[config.mk]
export PLATFORM = sky130hd
export DESIGN_NAME = flash_susp_ctrl
export DESIGN_NICKNAME = d
export VERILOG_FILES = /design/src/rtl/flsr_pkg.sv /design/src/rtl/flsr_cmd_decode.sv /design/src/rtl/flsr_op_timer.sv /design/src/rtl/flsr_susp_gate.sv /design/src/rtl/flash_susp_ctrl.sv
export SDC_FILE = /design/constraint.sdc
export NUM_CORES = 1
export LEC_CHECK = 0
export BUFFER_PORTS_ARGS = -buffer_cell sky130_fd_sc_hd__buf_2
export CORE_MARGIN = 2
export CORE_UTILIZATION = 59
export DETAILED_ROUTE_END_ITERATION = 8
export PLACE_DENSITY = 0.86
export SYNTH_ARGS = -nofsm -noshare
export SYNTH_HDL_FRONTEND = slang
export SYNTH_SLANG_ARGS = --single-unit
[constraint.sdc]
create_clock -name clk -period 2.25 [get_ports clk]
set_clock_uncertainty 0.1 [all_clocks]
set_input_delay 0.3375 -clock clk [delete_from_list [all_inputs] [get_ports clk]]
set_output_delay 0.3375 -clock clk [all_outputs]
set_load 0.005 [all_outputs]
[src/rtl/flsr_pkg.sv]
// Package: command, state and read-mode types for the flash suspend/resume
// controller. Assumes commands are decoded from the data byte alone.
package flsr_pkg;

    typedef enum logic [1:0] {
        RM_ARRAY  = 2'd0,
        RM_STATUS = 2'd1,
        RM_DEVID  = 2'd2,
        RM_QUERY  = 2'd3
    } rmode_t;

    typedef enum logic [3:0] {
        C_NONE, C_RD_ARRAY, C_RD_STATUS, C_CLR_STATUS, C_RD_ID, C_QUERY,
        C_PROG, C_BUF_PROG, C_ERASE, C_SUSPEND, C_CONFIRM
    } cmd_t;

    typedef enum logic [3:0] {
        S_IDLE, S_ESETUP, S_PSETUP, S_ERUN, S_PRUN,
        S_ESUSP, S_PSUSP, S_NSETUP, S_NRUN
    } st_t;

    // Read mode selected by a read-type command; other commands keep prev.
    function automatic rmode_t rmode_for(cmd_t c, rmode_t prev);
        case (c)
            C_RD_ARRAY:  return RM_ARRAY;
            C_RD_STATUS: return RM_STATUS;
            C_RD_ID:     return RM_DEVID;
            C_QUERY:     return RM_QUERY;
            default:     return prev;
        endcase
    endfunction

endpackage

[src/rtl/flsr_cmd_decode.sv]
// Command decoder: maps a bus data byte to a command code.
// Assumes the address of the write is irrelevant to every command.
module flsr_cmd_decode
    import flsr_pkg::*;
(
    input  logic [7:0] code,
    output cmd_t       cmd
);

    // Purpose: pure byte-to-command lookup.
    always_comb begin
        case (code)
            8'hFF:        cmd = C_RD_ARRAY;
            8'h70:        cmd = C_RD_STATUS;
            8'h50:        cmd = C_CLR_STATUS;
            8'h90:        cmd = C_RD_ID;
            8'h98:        cmd = C_QUERY;
            8'h40, 8'h10: cmd = C_PROG;
            8'hE8:        cmd = C_BUF_PROG;
            8'h20:        cmd = C_ERASE;
            8'hB0:        cmd = C_SUSPEND;
            8'hD0:        cmd = C_CONFIRM;
            default:      cmd = C_NONE;
        endcase
    end

endmodule

[src/rtl/flsr_op_timer.sv]
// Operation timer: down-counter standing in for erase/program duration.
// Assumes LEN >= 2 and CNT_W > CHK_W; 'last' flags the final running cycle,
// 'ckpt' flags a suspend checkpoint (low CHK_W bits zero).
module flsr_op_timer #(
    parameter int LEN   = 200,
    parameter int CNT_W = 8,
    parameter int CHK_W = 3
) (
    input  logic             clk,
    input  logic             rst_n,
    input  logic             load,
    input  logic             run,
    output logic [CNT_W-1:0] cnt,
    output logic             last,
    output logic             ckpt
);

    // Purpose: load the length on start, count down while running.
    always_ff @(posedge clk) begin
        if (!rst_n)                 cnt <= '0;
        else if (load)              cnt <= CNT_W'(LEN);
        else if (run && cnt != '0)  cnt <= cnt - 1'b1;
    end

    // Purpose: derive the end and checkpoint flags from the count.
    always_comb begin
        last = (cnt == CNT_W'(1));
        ckpt = (cnt[CHK_W-1:0] == '0);
    end

    // with neither load nor run the count must hold (frozen on suspend)
    a_r6_timer_hold: assert property (@(posedge clk) disable iff (!rst_n)
        (!load && !run) |=> $stable(cnt));

endmodule

[src/rtl/flsr_susp_gate.sv]
// Suspend gate: holds a pending suspend request and times the minimum
// latency before it may take effect. Assumes LAT >= 1 and that arm and
// clear are never high together.
module flsr_susp_gate #(
    parameter int LAT = 3
) (
    input  logic clk,
    input  logic rst_n,
    input  logic arm,
    input  logic clear,
    output logic pending,
    output logic elapsed
);

    localparam int LAT_W = $clog2(LAT + 1);

    logic [LAT_W-1:0] lat;

    // Purpose: track the request and count its latency down.
    always_ff @(posedge clk) begin
        if (!rst_n) begin
            pending <= 1'b0;
            lat     <= '0;
        end else if (arm) begin
            pending <= 1'b1;
            lat     <= LAT_W'(LAT);
        end else if (clear) begin
            pending <= 1'b0;
        end else if (pending && lat != '0) begin
            lat <= lat - 1'b1;
        end
    end

    // Purpose: the request may act once the latency has run out.
    assign elapsed = pending && (lat == '0);

    // a fresh request can never act on the following cycle
    a_r4_latency_floor: assert property (@(posedge clk) disable iff (!rst_n)
        arm |=> (pending && !elapsed));

endmodule

[src/rtl/flash_susp_ctrl.sv]
// Flash suspend/resume command controller (top).
// Decodes bus writes, runs erase/program through two duration timers,
// handles suspend at checkpoints after a latency, filters commands while
// suspended, and aborts on device reset, voltage loss or block lock.
// Assumes wr_en is a single-cycle write strobe synchronous to clk.
module flash_susp_ctrl
    import flsr_pkg::*;
#(
    parameter int ERASE_LEN = 200,
    parameter int PROG_LEN  = 40,
    parameter int SUSP_LAT  = 3,
    parameter int CHK_W     = 3
) (
    input  logic       clk,
    input  logic       rst_n,
    input  logic       dev_rst,
    input  logic       wr_en,
    input  logic [7:0] wr_data,
    input  logic       vpen_ok,
    input  logic       blk_locked,
    output logic       ready,
    output logic [7:0] status,
    output logic [1:0] read_mode,
    output logic       loc_indet
);

    localparam int EW = $clog2(ERASE_LEN + 1);
    localparam int PW = $clog2(PROG_LEN + 1);

    st_t     st, st_nx;
    rmode_t  rmode, rm_nx;
    cmd_t    cmd;
    logic    err_e, err_p, err_v, err_l;
    logic    clr_req, seq_err;
    logic    active, cmd_window;
    logic    e_take, p_take, e_run, p_run, e_load, p_load;
    logic    e_last, p_last, e_ckpt, p_ckpt;
    logic    s_arm, s_clear, s_pend, s_elapsed;
    logic [EW-1:0] e_cnt;
    logic [PW-1:0] p_cnt;

    flsr_cmd_decode u_dec (.code(wr_data), .cmd(cmd));

    flsr_op_timer #(.LEN(ERASE_LEN), .CNT_W(EW), .CHK_W(CHK_W)) u_etmr (
        .clk(clk), .rst_n(rst_n), .load(e_load), .run(e_run),
        .cnt(e_cnt), .last(e_last), .ckpt(e_ckpt));

    flsr_op_timer #(.LEN(PROG_LEN), .CNT_W(PW), .CHK_W(CHK_W)) u_ptmr (
        .clk(clk), .rst_n(rst_n), .load(p_load), .run(p_run),
        .cnt(p_cnt), .last(p_last), .ckpt(p_ckpt));

    flsr_susp_gate #(.LAT(SUSP_LAT)) u_gate (
        .clk(clk), .rst_n(rst_n), .arm(s_arm), .clear(s_clear),
        .pending(s_pend), .elapsed(s_elapsed));

    // Purpose: qualifiers shared by the timers, the gate and the FSM.
    always_comb begin
        active     = st inside {S_ERUN, S_PRUN, S_ESUSP, S_PSUSP, S_NRUN};
        cmd_window = st inside {S_IDLE, S_ESUSP, S_PSUSP};
        e_take     = (st == S_ERUN) && s_elapsed && e_ckpt && !e_last;
        p_take     = (st == S_PRUN) && s_elapsed && p_ckpt && !p_last;
        e_run      = (st == S_ERUN) && !e_take;
        p_run      = ((st == S_PRUN) && !p_take) || (st == S_NRUN);
        e_load     = (st == S_ESETUP) && wr_en && (cmd == C_CONFIRM);
        p_load     = (st inside {S_PSETUP, S_NSETUP}) && wr_en;
        s_arm      = (st inside {S_ERUN, S_PRUN}) && wr_en && (cmd == C_SUSPEND) && !s_pend;
        s_clear    = !(st inside {S_ERUN, S_PRUN});
    end

    // Purpose: next state, read mode and command side effects.
    always_comb begin
        st_nx   = st;
        rm_nx   = rmode;
        clr_req = 1'b0;
        seq_err = 1'b0;
        if (wr_en && cmd_window) begin
            rm_nx   = rmode_for(cmd, rmode);
            clr_req = (cmd == C_CLR_STATUS);
        end
        case (st)
            S_IDLE: if (wr_en) begin
                if (cmd inside {C_PROG, C_BUF_PROG}) begin
                    st_nx = S_PSETUP; rm_nx = RM_STATUS;
                end else if (cmd == C_ERASE) begin
                    st_nx = S_ESETUP; rm_nx = RM_STATUS;
                end
            end
            S_ESETUP: if (wr_en) begin
                if (cmd == C_CONFIRM) st_nx = S_ERUN;
                else begin st_nx = S_IDLE; seq_err = 1'b1; end
            end
            S_PSETUP: if (wr_en) st_nx = S_PRUN;
            S_NSETUP: if (wr_en) st_nx = S_NRUN;
            S_ERUN: begin
                if (e_last)      st_nx = S_IDLE;
                else if (e_take) st_nx = S_ESUSP;
            end
            S_PRUN: begin
                if (p_last)      st_nx = S_IDLE;
                else if (p_take) st_nx = S_PSUSP;
            end
            S_NRUN: if (p_last) st_nx = S_ESUSP;
            S_ESUSP: if (wr_en) begin
                if (cmd inside {C_PROG, C_BUF_PROG}) begin
                    st_nx = S_NSETUP; rm_nx = RM_STATUS;
                end else if (cmd == C_CONFIRM) st_nx = S_ERUN;
            end
            S_PSUSP: if (wr_en && cmd == C_CONFIRM) st_nx = S_PRUN;
            default: st_nx = S_IDLE;
        endcase
    end

    // Purpose: state, read mode, error flags and indeterminate marker.
    always_ff @(posedge clk) begin
        if (!rst_n) begin
            st <= S_IDLE; rmode <= RM_ARRAY;
            err_e <= 1'b0; err_p <= 1'b0; err_v <= 1'b0; err_l <= 1'b0;
            loc_indet <= 1'b0;
        end else if (dev_rst) begin
            st <= S_IDLE; rmode <= RM_ARRAY;
            err_e <= 1'b0; err_p <= 1'b0; err_v <= 1'b0; err_l <= 1'b0;
            if (active) loc_indet <= 1'b1;
        end else if (active && (!vpen_ok || blk_locked)) begin
            st <= S_IDLE;
            if (!vpen_ok)   err_v <= 1'b1;
            if (blk_locked) err_l <= 1'b1;
            if (st inside {S_ERUN, S_ESUSP, S_NRUN}) err_e <= 1'b1;
            if (st inside {S_PRUN, S_PSUSP, S_NRUN}) err_p <= 1'b1;
        end else begin
            st    <= st_nx;
            rmode <= rm_nx;
            if (clr_req) begin
                err_e <= 1'b0; err_p <= 1'b0; err_v <= 1'b0; err_l <= 1'b0;
                loc_indet <= 1'b0;
            end else if (seq_err) begin
                err_e <= 1'b1; err_p <= 1'b1;
            end
        end
    end

    // Purpose: drive ready, status byte and read mode from state and flags.
    always_comb begin
        ready     = !(st inside {S_ERUN, S_PRUN, S_NRUN});
        status    = {ready, (st inside {S_ESUSP, S_NSETUP, S_NRUN}), err_e, err_p,
                     err_v, (st == S_PSUSP), err_l, 1'b0};
        read_mode = rmode;
    end

    // erase count frozen while the erase is suspended
    a_r6_erase_frozen: assert property (@(posedge clk) disable iff (!rst_n)
        (st == S_ESUSP) |=> $stable(e_cnt));
    // program count frozen while the program is suspended
    a_r6_prog_frozen: assert property (@(posedge clk) disable iff (!rst_n)
        (st == S_PSUSP) |=> $stable(p_cnt));
    // busy always has remaining work in one of the timers
    a_r2_busy_has_work: assert property (@(posedge clk) disable iff (!rst_n)
        !ready |-> (e_cnt != '0 || p_cnt != '0));
    // resume in idle leaves the controller idle
    a_r7_idle_resume: assert property (@(posedge clk) disable iff (!rst_n)
        (st == S_IDLE && wr_en && wr_data == 8'hD0 && !dev_rst) |=> (st == S_IDLE));
    // device reset returns ready, array mode and a clean status
    a_r12_dev_reset: assert property (@(posedge clk) disable iff (!rst_n)
        dev_rst |=> (ready && read_mode == 2'd0 && status == 8'h80));
    // voltage loss on an active operation aborts with bit 3
    a_r11_vpen_abort: assert property (@(posedge clk) disable iff (!rst_n)
        (active && !vpen_ok && !dev_rst) |=> (ready && status[3]));

endmodule

Yosys cells after proc, flatten, opt, wreduce, memory -nomap -nowiden. Cells that the tools add are included.

Flip-flop bits (word level): 28.

Muxes and demuxes: 53. Bitwise gates (word level): 1. Add/subtract/negate cells: 3. Reductions and logical operators: 65. Eq/ne operators: 49.

Operators by type and width (number): 4-bit 2-to-1 mux (15); 8-bit == test (second input constant) (6); 4-bit case mux with 10 select lines (1); 4-bit case mux with 9 select lines (1); 4-bit by 3-bit == test with 1-bit output (second input constant) (8); 8-bit by 7-bit == test with 1-bit output (second input constant) (3); 1-bit logical AND (21); 1-bit 2-to-1 mux (20); 2-bit 2-to-1 mux (10); 2-bit != test (second input constant) (10); 2-bit nonzero test (10); 3-bit nonzero test (6); 4-bit by 2-bit == test with 1-bit output (second input constant) (4); 4-bit == test (second input constant) (4); 8-bit 2-to-1 mux (2); 6-bit 2-to-1 mux (2); 11-bit AND reduction (1); 2-bit AND reduction (5); 3-bit != test (second input constant) (3); 4-bit by 1-bit == test with 1-bit output (second input constant) (2); 8-bit by 1-bit == test with 1-bit output (second input constant) (1); 8-bit by 5-bit == test with 1-bit output (second input constant) (1); 8-bit by 6-bit == test with 1-bit output (second input constant) (1); 2-bit by 1-bit != test with 1-bit output (second input constant) (4); 19 further kinds (30).

Depth between registers and ports, before layout.
Word-level depth: 11. Depth in mapped cells: 8. Mapped depth without buffers: 8.

By module. A second synthesis with hierarchy kept.

Cell total of the unflattened synthesis: 301. Area total of the unflattened synthesis: 2411.1 um2.

Modules (own cells, without submodules): flash_susp_ctrl (times used 1, cells each 159, area an instance 1193.6 um2); flsr_op_timer at u_etmr (times used 1, cells each 53, area an instance 474.2 um2); flsr_op_timer at u_ptmr (times used 1, cells each 42, area an instance 391.6 um2); flsr_cmd_decode (times used 1, cells each 33, area an instance 196.4 um2); flsr_susp_gate (times used 1, cells each 14, area an instance 155.1 um2).

Worst setup path before layout. Ideal clock, no wire load.

Kind: flip-flop to flip-flop. From: register u_gate.lat[0]. To: register st[2]. Path buffers: 0. Data arrival time: 1737 ps. Library setup time: 116 ps. Cell stages (with the launch flop): 9. Setup slack: 297 ps. Cells stage by stage: dfxtp_1 > inv_1 > ha_1 > nand4b_1 > a31o_2 > a221oi_1 > o21ai_2 > nand2b_4 > o211a_1.

Cells in the longest elaborated chain, start to end: 7.

RTL lines: start: declaration (line flsr_susp_gate.sv:17) `logic [LAT_W-1:0] lat;`; start signal: assignment (line flsr_susp_gate.sv:26) `lat <= LAT_W'(LAT);`; start signal: assignment (line flsr_susp_gate.sv:30) `lat <= lat - 1'b1;`; 2-bit logical NOT * (line flsr_susp_gate.sv:35) `assign elapsed = pending && (lat == '0);`; 1-bit logical AND * (line flsr_susp_gate.sv:35); 1-bit logical AND, on equally long branches (3 in a row) (line flash_susp_ctrl.sv:61, flash_susp_ctrl.sv:60); 3-bit != test (no source line); 11-bit AND reduction (no source line) *; end signal: assignment (line flash_susp_ctrl.sv:130) `st <= st_nx;`; end: declaration (line flash_susp_ctrl.sv:30) `st_t st, st_nx;`.

Every way passes the cells marked *; elsewhere a longest branch is shown, timed or not. A chain may end at the register's enable or synchronous reset.

Worst setup path in the final report.
From: register u_ptmr.cnt[0]. To: register st[2].

Cells in the longest elaborated chain, start to end: 5.

RTL lines: start: declaration (line flsr_op_timer.sv:13) `output logic [CNT_W-1:0] cnt,`; start signal: assignment (line flsr_op_timer.sv:21) `else if (load) cnt <= CNT_W'(LEN);`; start signal: assignment (line flsr_op_timer.sv:22) `else if (run && cnt != '0) cnt <= cnt - 1'b1;`; 6-bit by 1-bit == test with 1-bit output / 3-bit logical NOT (equally long branches) (line flsr_op_timer.sv:27, flsr_op_timer.sv:28); 1-bit logical NOT / 1-bit logical AND (equally long branches) (line flash_susp_ctrl.sv:61) `p_take = (st == S_PRUN) && s_elapsed && p_ckpt && !p_last;`; 1-bit logical AND (line flash_susp_ctrl.sv:61); 3-bit != test (no source line); 11-bit AND reduction (no source line).

Several ways; a longest one is shown, not always the timed one.

==> flow_summary_export.csv <==
group,metric,value,unit
outcome,status,"finished clean",
floorplan,die_h,66.16,microns
detailed_routing,ant_nets,0,
cts,cts_sinks,28,
timing,drv_slew,0,
cts,path_clk_slew,0.09,ns
cts,cts_setup_buffers,0,
placement,gp_congestion,0.9035,
critical_path,crit_fanout,4,
critical_path,cp-end-kind,"register",
synth,synthDistinctLibCells,74,
floorplan,core-area,3689,sq um
synth,yosysSeqAreaShare,0.2459,
critical_path,crit_chain,"inv_1 -> ha_1 -> nand4b_1 -> a31o_2 -> a221oi_1 -> o21ai_2 -> nand2b_4 -> o211a_1",
pwr,p_leak,1.009,nW
critical_path,critPathArrivalTime,2.29,ns
timing,period_needed,2.216,ns
synth,avgSynthCellArea,7.916,sq um
timing,slew_headroom,0.6206,
layout,final_nets,341,
placement,dpl.hpwl,4.103,mm
critical_path,critPathCapture,"st[2]",
synth,synth_edf_count,0,
floorplan,rows,22,
pwr,pwr-share-clk,0.384,
critical_path,worstSetupPathDepth,8,
placement,pre_cts_ws,0.09117,ns
cts,cts_made_buffers,3,
timing,fin_ws,0.03394,ns
detailed_routing,drc,0,
critical_path,cpPeakStageDelay,0.41,ns
floorplan,dieArea,4377,sq um
layout,fin_util,0.7028,
synth,ys_warn_count,0,
floorplan,initial_core_util,0.6180,
timing,tightest_slew,0.5691,ns
cts,clock_latency,0.27,ns
pwr,internal-power,0.0007811,W
layout,drive_gt1_frac,0.2414,
cts,ctsHoldBuffers,0,
global_routing,grt_pass1_wl,9.328,mm
global_routing,grt_overflow,0,
critical_path,cp_top_family,"compound AO/OA/AOI/OAI gates",
cts,cts_tree,"done",
global_routing,track_usage,0.2698,
cts,htree_num_levels,1,
cts,root_buffer,"clkbuf_8",
pwr,seqPwrFrac,0.493,
detailed_routing,wire_per_inst,15.12,microns
critical_path,crit_start,"u_ptmr.cnt[0]",
timing,hold_viol,0,
floorplan,die_w,66.16,microns
layout,num-fill-cells,301,
detailed_routing,num_vias,2259,
floorplan,pin_count,26,
synth,synth_async_sr_flop_share,0,
synth,ys.flop_type,"dfxtp_1",
critical_path,critPathKind,"reg -> reg",
critical_path,r2r_slack,0.03,ns
detailed_routing,vias_per_cell,6.155,
placement,portBuffers,24,
synth,synth_area,2280,sq um
detailed_routing,dr.pass1.iters,5,
synth,syn_nets,309,
layout,diodes,0,
global_routing,antenna_found_initial,0,
detailed_routing,wl,5.550,mm
critical_path,r2r_end,"st[2]",
critical_path,ff2ff_path_depth,8,
pwr,ir_drop,0.0002921,V
critical_path,setup.worst_path.start_class,"register",
pwr,power.switching,0.0002263,W
timing,fmax,451.3,MHz
placement,dp_cells,363,
cts,cts_buffer_depth,2,
pwr,cellPowerDensity,388.6,nW/um^2
timing,min_period_over_period,0.9849,
global_routing,grt_pass1_vias,2086,
critical_path,crit_required,2.32,ns
worst_hold_path,min_path_type,"in -> reg",
layout,final-instance-count-excl-fill,367,
layout,syn_to_final_growth,13.72,%
synth,syn_inst,288,
pwr,p_comb_frac,0.123,
detailed_routing,drt_iter0_drc,308,
synth,synth_seq_cells,28,
job,maxCapViolCount,0,
timing,setup_viol,0,
critical_path,reg2reg_from,"u_ptmr.cnt[0]",
global_routing,grt_max_degree,17,
pwr,sw_frac_of_total,0.2246,
critical_path,cpMaxStageDelayCell,"a221oi_1",
critical_path,crit_buf_inv,1,
## metal layers
metal,wire length [microns],share of wire,global-route usage
met5,0,0,0
met4,129,0.023,0.08163
met3,340,0.061,0.04940
met2,2628,0.47,0.4438
met1,2451,0.44,0.3575
## power groups by stage
| stage | registers, W | clock network [W] | logic, W |
|---|---|---|---|
| floorplan | 0.000508 | 0 | 0.0000810 |
| global route | 0.000497 | 0.000419 | 0.000135 |
| finish | 0.000497 | 0.000387 | 0.000124 |
| detailed placement | 0.000508 | 0 | 0.000120 |
| global placement | 0.000508 | 0 | 0.000117 |
| CTS | 0.000497 | 0.000397 | 0.000121 |
## per-stage QoR
step                power [W]  setup TNS, ns  hold WS [ns]  cell area, sq um
floorplan           0.0005889              0        0.3380              2280
CTS                  0.001015              0        0.2364              2579
global route         0.001051        -0.1914        0.2515              2592
finish               0.001007              0        0.2282              2592
detailed placement  0.0006284              0        0.3553              2507
global placement    0.0006254              0        0.3452              2507
## worst min-delay path, delay by kind of cell
kind / cells / cell delay (ns)
buffers and inverters: 1 / 0.08
and+or+nand+nor: 1 / 0.08
AOI/OAI and AO/OA: 1 / 0.06
## cell type report
cell class / count / area (sq um) / share of cell area
flip-flops and latches: 28 / 565.5 / 0.2181
well taps: 48 / 60.06 / 0.02317
clock inverters: 1 / 30.03 / 0.01158
multi-input cells: 227 / 1562 / 0.6023
inverters: 15 / 56.30 / 0.02172
clock buffers: 3 / 41.29 / 0.01593
repair buffers: 45 / 277.8 / 0.1071
## cells by family after synthesis
logic type | after synthesis | share of synthesized area
fa+ha+maj | 7 | 0.03842
other cells | 1 | 0.001645
buf+inv | 33 | 0.07299
xor+xnor | 16 | 0.06147
mux | 1 | 0.004391
compound gates | 74 | 0.2585
flops | 28 | 0.2459
simple gates | 128 | 0.3167
## state kept, by name, indices dropped and copies added, names as in the netlist
name and count:
loc_indet 1, err_l 1, u_etmr.cnt 8, st 4, err_p 1, read_mode 2, err_v 1, err_e 1
u_gate.lat 2, u_ptmr.cnt 6, u_gate.pending 1
## what timing repair did
item	CTS	global route
gates resized for setup	0	5
endpoints found under the hold margin	0	0
setup endpoints to repair	0	17
## Yosys cell counts (4+ instances only)
| cell type | count | area, sq um |
|---|---|---|
| nand2_1 | 21 | 78.83 |
| nand4b_1 | 4 | 35.03 |
| or3_1 | 4 | 25.02 |
| a21oi_1 | 18 | 90.09 |
| nand3_1 | 16 | 80.08 |
| o21ai_0 | 7 | 35.03 |
| ha_1 | 7 | 87.58 |
| a31oi_1 | 4 | 25.02 |
| buf_2 | 7 | 35.03 |
| nand2b_1 | 6 | 37.54 |
| o21ai_1 | 4 | 20.02 |
| xor2_1 | 10 | 87.58 |
| nand4_1 | 5 | 31.28 |
| xnor2_1 | 6 | 52.55 |
| nor2_1 | 30 | 112.6 |
| nor3_1 | 9 | 45.04 |
| inv_1 | 15 | 56.30 |
| dfxtp_1 | 28 | 560.5 |
| a211oi_1 | 4 | 30.03 |
| nor2b_1 | 6 | 37.54 |
| buf_4 | 7 | 52.55 |
## how the worst min path moves through the flow
stage                        to  cells after the start  startpoint  slack, ns
final                     err_l                      3  blk_locked       0.23
after CTS                 err_l                      3  blk_locked       0.24
after detailed placement  err_l                      2       err_l       0.36
after global routing      err_l                      3  blk_locked       0.25
after global placement    err_l                      2       err_l       0.35
after floorplan           err_l                      2       err_l       0.34
## cells in the final DEF, fill, tap and decap left out, types with 4 or more instances in the layout
cell | netlist | final
nor2_1 | 30 | 30
dfxtp_1 | 28 | 24
buf_2 | 7 | 24
nand2_1 | 21 | 21
buf_4 | 7 | 21
a21oi_1 | 18 | 18
nand3_1 | 16 | 16
inv_1 | 15 | 15
xor2_1 | 10 | 10
nor3_1 | 9 | 9
o21ai_0 | 7 | 7
ha_1 | 7 | 7
nor2b_1 | 6 | 6
xnor2_1 | 6 | 6
nand2b_1 | 6 | 6
nand4_1 | 5 | 5
or3_1 | 4 | 4
nand4b_1 | 4 | 4
a31oi_1 | 4 | 4
o21ai_1 | 4 | 4
a211oi_1 | 4 | 4
dfxtp_2 | 0 | 4
No activity file was read; power rests on OpenSTA's default activity.
